===== src/rtl/sram_ctl.sv =====
module sram_ctl #(
  parameter int ADDR_W    = 18,
  parameter int DATA_W    = 16,
  parameter int CLK_NS    = 4,
  parameter int T_RC_NS   = 55,
  parameter int T_AA_NS   = 55,
  parameter int T_DOE_NS  = 25,
  parameter int T_HZOE_NS = 16,
  parameter int T_WC_NS   = 55,
  parameter int T_PWE_NS  = 40,
  parameter int T_AW_NS   = 40,
  parameter int T_SCE_NS  = 40,
  parameter int T_SD_NS   = 25,
  parameter int T_HZWE_NS = 20
) (
  input  logic              clk,
  input  logic              rst_n,
  input  logic              req_valid,
  output logic              req_ready,
  input  logic              req_write,
  input  logic [ADDR_W-1:0] req_addr,
  input  logic [DATA_W-1:0] req_wdata,
  input  logic [1:0]        req_mask,
  output logic              rd_valid,
  output logic [DATA_W-1:0] rd_data,
  output logic              mem_cs_n,
  output logic              mem_we_n,
  output logic              mem_oe_n,
  output logic              mem_lo_n,
  output logic              mem_hi_n,
  output logic [ADDR_W-1:0] mem_addr,
  output logic [DATA_W-1:0] mem_dq_out,
  output logic              mem_dq_oe,
  input  logic [DATA_W-1:0] mem_dq_in
);
  function automatic int cyc(input int ns);
    int c;
    c = (ns + CLK_NS - 1) / CLK_NS;
    return (c < 1) ? 1 : c;
  endfunction

  function automatic int mx(input int a, input int b);
    return (a > b) ? a : b;
  endfunction

  localparam int TURN_C = cyc(mx(T_HZOE_NS, T_HZWE_NS));
  localparam int WE_C   = mx(mx(cyc(T_PWE_NS), TURN_C + cyc(T_SD_NS)),
                             mx(cyc(T_AW_NS) - 1, cyc(T_SCE_NS) - 1));
  localparam int REC_W  = mx(1, cyc(T_WC_NS) - 1 - WE_C);
  localparam int ACC_C  = mx(cyc(T_AA_NS), cyc(T_DOE_NS));
  localparam int REC_R  = mx(1, cyc(T_RC_NS) - ACC_C);
  localparam int MAXC   = mx(mx(WE_C, ACC_C), mx(REC_W, REC_R));
  localparam int CW     = $clog2(MAXC + 1);
  localparam int HALF   = DATA_W / 2;

  typedef enum logic [2:0] {ST_IDLE, ST_GAP, ST_WSET, ST_WPUL, ST_RACC, ST_REC} st_t;

  st_t               st;
  logic [CW-1:0]     cnt, rec_len;
  logic              last_rd;
  logic [ADDR_W-1:0] addr_q;
  logic [DATA_W-1:0] wdata_q;
  logic [1:0]        mask_q;
  logic              sel;
  logic [DATA_W-1:0] lanes;

  assign lanes     = {{(DATA_W-HALF){mask_q[1]}}, {HALF{mask_q[0]}}};
  assign sel       = (st == ST_WSET) || (st == ST_WPUL) || (st == ST_RACC);
  assign req_ready = (st == ST_IDLE);
  assign mem_cs_n  = !sel;
  assign mem_we_n  = (st != ST_WPUL);
  assign mem_oe_n  = (st != ST_RACC);
  assign mem_lo_n  = !(sel && mask_q[0]);
  assign mem_hi_n  = !(sel && mask_q[1]);
  assign mem_addr  = addr_q;
  assign mem_dq_out = wdata_q;
  assign mem_dq_oe = (st == ST_WPUL) && (cnt >= CW'(TURN_C));

  always_ff @(posedge clk or negedge rst_n) begin
    if (!rst_n) begin
      st       <= ST_IDLE;
      cnt      <= '0;
      rec_len  <= CW'(1);
      last_rd  <= 1'b0;
      addr_q   <= '0;
      wdata_q  <= '0;
      mask_q   <= '0;
      rd_valid <= 1'b0;
      rd_data  <= '0;
    end else begin
      rd_valid <= 1'b0;
      case (st)
        ST_IDLE: if (req_valid) begin
          addr_q  <= req_addr;
          wdata_q <= req_wdata;
          mask_q  <= req_mask;
          cnt     <= '0;
          if (req_mask == 2'b00) begin
            st       <= ST_REC;
            rec_len  <= CW'(1);
            rd_valid <= !req_write;
            rd_data  <= '0;
          end else if (req_write) begin
            last_rd <= 1'b0;
            rec_len <= CW'(REC_W);
            st      <= last_rd ? ST_GAP : ST_WSET;
          end else begin
            last_rd <= 1'b1;
            rec_len <= CW'(REC_R);
            st      <= ST_RACC;
          end
        end
        ST_GAP:  st <= ST_WSET;
        ST_WSET: st <= ST_WPUL;
        ST_WPUL: if (cnt == CW'(WE_C - 1)) begin
          cnt <= '0;
          st  <= ST_REC;
        end else cnt <= cnt + 1'b1;
        ST_RACC: if (cnt == CW'(ACC_C - 1)) begin
          cnt      <= '0;
          st       <= ST_REC;
          rd_valid <= 1'b1;
          rd_data  <= mem_dq_in & lanes;
        end else cnt <= cnt + 1'b1;
        ST_REC: if (cnt == rec_len - 1'b1) begin
          cnt <= '0;
          st  <= ST_IDLE;
        end else cnt <= cnt + 1'b1;
        default: st <= ST_IDLE;
      endcase
    end
  end
endmodule


===== config.mk =====
export PLATFORM = sky130hd
export DESIGN_NAME = sram_ctl
export DESIGN_NICKNAME = d
export VERILOG_FILES = /design/src/rtl/sram_ctl.sv
export SDC_FILE = /design/constraint.sdc
export NUM_CORES = 1
export LEC_CHECK = 0
export ABC_AREA = 1
export ABC_CLOCK_PERIOD_IN_PS = 1700
export BUFFER_PORTS_ARGS = -buffer_cell sky130_fd_sc_hd__buf_2
export CORE_MARGIN = 2
export CORE_UTILIZATION = 40
export CTS_BUF_LIST = sky130_fd_sc_hd__clkbuf_8
export CTS_CLUSTER_SIZE = 14
export DETAILED_ROUTE_END_ITERATION = 8
export GPL_TIMING_DRIVEN = 0
export PLACE_DENSITY = 0.79
export SLEW_MARGIN = 15
export SYNTH_ARGS = -nofsm -noshare
export SYNTH_HDL_FRONTEND = slang
export SYNTH_SLANG_ARGS = --single-unit

===== constraint.sdc =====
create_clock -name clk -period 1.7 [get_ports clk]
set_clock_uncertainty 0.15 [all_clocks]
set_input_delay 0.255 -clock clk [delete_from_list [all_inputs] [get_ports clk]]
set_output_delay 0.255 -clock clk [all_outputs]
set_load 0.01 [all_outputs]

==> impl_metrics.yaml <==
status:
  status: "finished with violations"
  violations: "negative setup slack"
global_routing:
  antenna_found_initial: 0
  grt_pass1_vias: 2598
  grt_use_total_pct: 20.4
  globalRoute.totalOverflow: 0
  grt_max_degree: 62
  grt_pass1_wl_um: 11900
synth:
  ys_seq_area_share_pct: 56.9
  muxShareOfSynthArea_pct: 0
  synthDistinctLibCells: 22
  yosysMostFrequentCell: "nand2_1"
  synth_fp_nets: 382
  synthXorXnorAreaFrac_pct: 0.326
  netlist_instances: 323
  ys.flop_type: "dfrtp_1"
  synth-simple-area-share_pct: 29.5
  synth_top_area_share_pct: 56.9
  synth_top_family_by_area: "simple AND/OR/NAND/NOR gates"
  async_flop_share_pct: 100
  syn-cell-area_mm2: 0.00268
  synth_largest_area_cell: "dfrtp_1"
  synthTopCellsByCount: "165 x nand2_1, 61 x dfrtp_1, 17 x o21ai_1, 16 x inv_1, 14 x nand3_1"
  synth_compound_area_share_pct: 6.01
  synth_adder_area_share_pct: 1.40
  synth_edf_count: 0
  avgSynthCellArea_um2: 8.31
  yosys_warnings: 0
  ys_top_cells_by_area: "dfrtp_1 57%, nand2_1 23%, o21ai_1 3.2%"
  ys_ff_latch: 61
placement:
  numPortBuffers: 113
  place_area_mm2: 0.00335
  hpwlAfterDp_um: 4850
  gp_congestion: 0.888
cts:
  insertion_delay_ns: 0.33
  numCtsBuffers: 9
  cts_root_buffer: "clkbuf_8"
  cts.sinks: 61
  h-tree-depth: 3
  clk_path_buf_depth: 2
  cts_tree: "built"
  clkTransAtPathRegs_ns: 0.07
pwr:
  p_sw_share_pct: 41.5
  power.share.clock_pct: 15.8
  power_leakage_nw: 2.27
  p_per_area_mw_per_mm2: 1620
  internal_power_mw: 3.89
  pwr-share-seq_pct: 35.9
  pwr-share-comb_pct: 48.3
  p_sw_mw: 2.76
  power_mw: 6.66
  peakVddDrop_mv: 0.600
worst_setup_path:
  startpoint_type: "register"
  crit_arrival_ns: 1.41
  critPathCapture: "mem_hi_n"
  path_class: "reg2out"
  required_ns: 1.29
  r2r_end: "mem_dq_out[4]"
  crit_path_end_kind: "output pin"
  setup.worst_path.start: "st[0]"
  r2r_start: "st[0]"
  reg2reg_slack_ns: -0.05
  crit_fanout: 4
  reg2regPathDepth: 10
floorplan:
  ios: 114
  dieArea_mm2: 0.00738
  placementRows: 29
  core_mm2: 0.00642
  fp.dieH_um: 85.9
  dieWidth_um: 85.9
  initial_core_util_pct: 41.8
timing:
  slew_viol_final: 0
  setup_slack_ns: -0.110
  setup_viol: 34
  grt_setup_unrepaired: "true"
  fin_crit_ns: 1.81
  hold_viol: 0
  worst_pin_slew_ns: 0.749
  fmax_ghz: 0.552
  post-route-period-util_pct: 106
  slew_headroom_pct: 50.0
layout:
  final_area_mm2: 0.00412
  area_growth_pct: 53.4
  diodes: 0
  drive_above_1_share_pct: 37.3
  nFillCells: 534
  final_nets: 557
job:
  maxCapViolCount: 0
route:
  drcViolationCount: 0
  avgViaCountPerCell: 4.80
  firstDrtPassIters: 4
  finalWirelength_um: 7790
  num_vias: 2778
  wire_per_inst_um: 13.4
  ant_nets: 0
  drt_iter0_drc: 84
min_path:
  hold_path.class: "in2reg"
## layout by cell type, fill, tap and decap left out
cell and instances:
nor2_1 4, nand4_1 2, dfrtp_2 3, clkinv_4 1, buf_8 1, a21oi_1 4
nand2_2 4, clkbuf_2 1, nand3_1 12, o21ai_4 1, nand2_1 162, dlygate4sd3_1 35
ha_2 1, buf_4 18, nand3_2 3, buf_2 111, o2bb2ai_1 1, o21ai_1 18
a21oi_2 1, clkbuf_8 9, xor2_1 1, nand2_4 2, o21ai_0 4, dfrtp_1 58
o211ai_1 1, clkinv_2 4, o21ai_2 1, nor2_4 5, inv_2 7, inv_4 1
buf_6 8, clkbuf_4 2, ha_4 2, nor2_2 1, inv_1 13
## how the worst min path moves through the flow
stage	from	endpoint	slack (ns)	cells past startpoint
floorplan	rst_n	cnt[0]	-0.19	0
detailed placement	rst_n	mem_addr[4]	0.23	1
CTS	req_wdata[4]	mem_dq_out[4]	0.0003	3
global placement	mem_addr[8]	mem_addr[8]	0.30	2
global route	req_wdata[5]	mem_dq_out[5]	0.009	3
finish	req_wdata[5]	mem_dq_out[5]	0.01	3
## metal layers
layer / GRT usage, % / share of wire [%] / vias up
li1: - / - / 1353
met1: 24.3 / 42 / 1302
met2: 36.8 / 51 / 109
met3: 3.95 / 5.7 / 14
met4: 6.78 / 1.5 / 0
met5: 0 / 0 / -
## state kept, by name (all words and copies together) (netlist names)
register	count
mem_addr	18
mem_dq_out	16
rd_data	16
cnt	4
st	3
mask_q	2
last_rd	1
rd_valid	1
## stage by stage
| step | hold WS, ns | setup WS (ns) | instances | TNS (ns) | utilization, % |
|---|---|---|---|---|---|
| floorplan | -0.191 | 0.167 | 323 | 0 | - |
| global route | 0.00871 | -0.152 | 579 | -4.93 | 64.1 |
| global placement | 0.299 | -0.0786 | 513 | -0.305 | 52.1 |
| CTS | 0.000306 | -0.0426 | 569 | -0.113 | 61.7 |
| detailed placement | 0.230 | -0.0585 | 513 | -0.656 | 52.1 |
| finish | 0.0124 | -0.110 | 579 | -0.825 | 64.1 |
## worst max-delay path, cell delays in order (launching register included)
cell     delay [ns]
dfrtp_2        0.42
buf_4          0.14
nor2_4         0.11
nand2_4        0.07
o21ai_4        0.10
nand2_1        0.09
buf_2          0.14
## power groups by stage
stage	logic (mW)	registers, mW	clock network (mW)
after floorplan	1.37	2.58	0
after global placement	2.49	2.35	0
after detailed placement	2.57	2.39	0
after CTS	2.89	2.36	1.08
after global routing	3.53	2.44	1.16
final	3.21	2.39	1.05
## layout make-up
class | instances | area (um2) | area share, %
buffer | 12 | 118 | 2.86
sequential | 61 | 1530 | 37.2
multi-input combinational | 230 | 1090 | 26.5
inverter | 20 | 77.6 | 1.88
tap | 77 | 96.3 | 2.34
clock inverter | 6 | 32.5 | 0.790
timing repair buffer | 164 | 1050 | 25.5
clock buffer | 9 | 124 | 3.01
## cells by family (layout without fill, tap and decap cells)
logic type | count (synthesis) | count (layout)
XOR/XNOR | 1 | 1
adder cells (fa/ha/maj) | 3 | 3
flip-flops | 61 | 61
AO/OA/AOI/OAI | 31 | 31
AND/OR/NAND/NOR | 195 | 195
buffers and inverters | 32 | 211
## what timing repair did
action,4_1_cts,5_1_grt
hold buffers,34,1
endpoints found under the setup margin,20,59
hold endpoints to repair,94,1
pin swaps,2,6
setup buffers,7,8
cloned,0,1
gates resized for setup,22,26
Power figures use the tool's default switching activity.
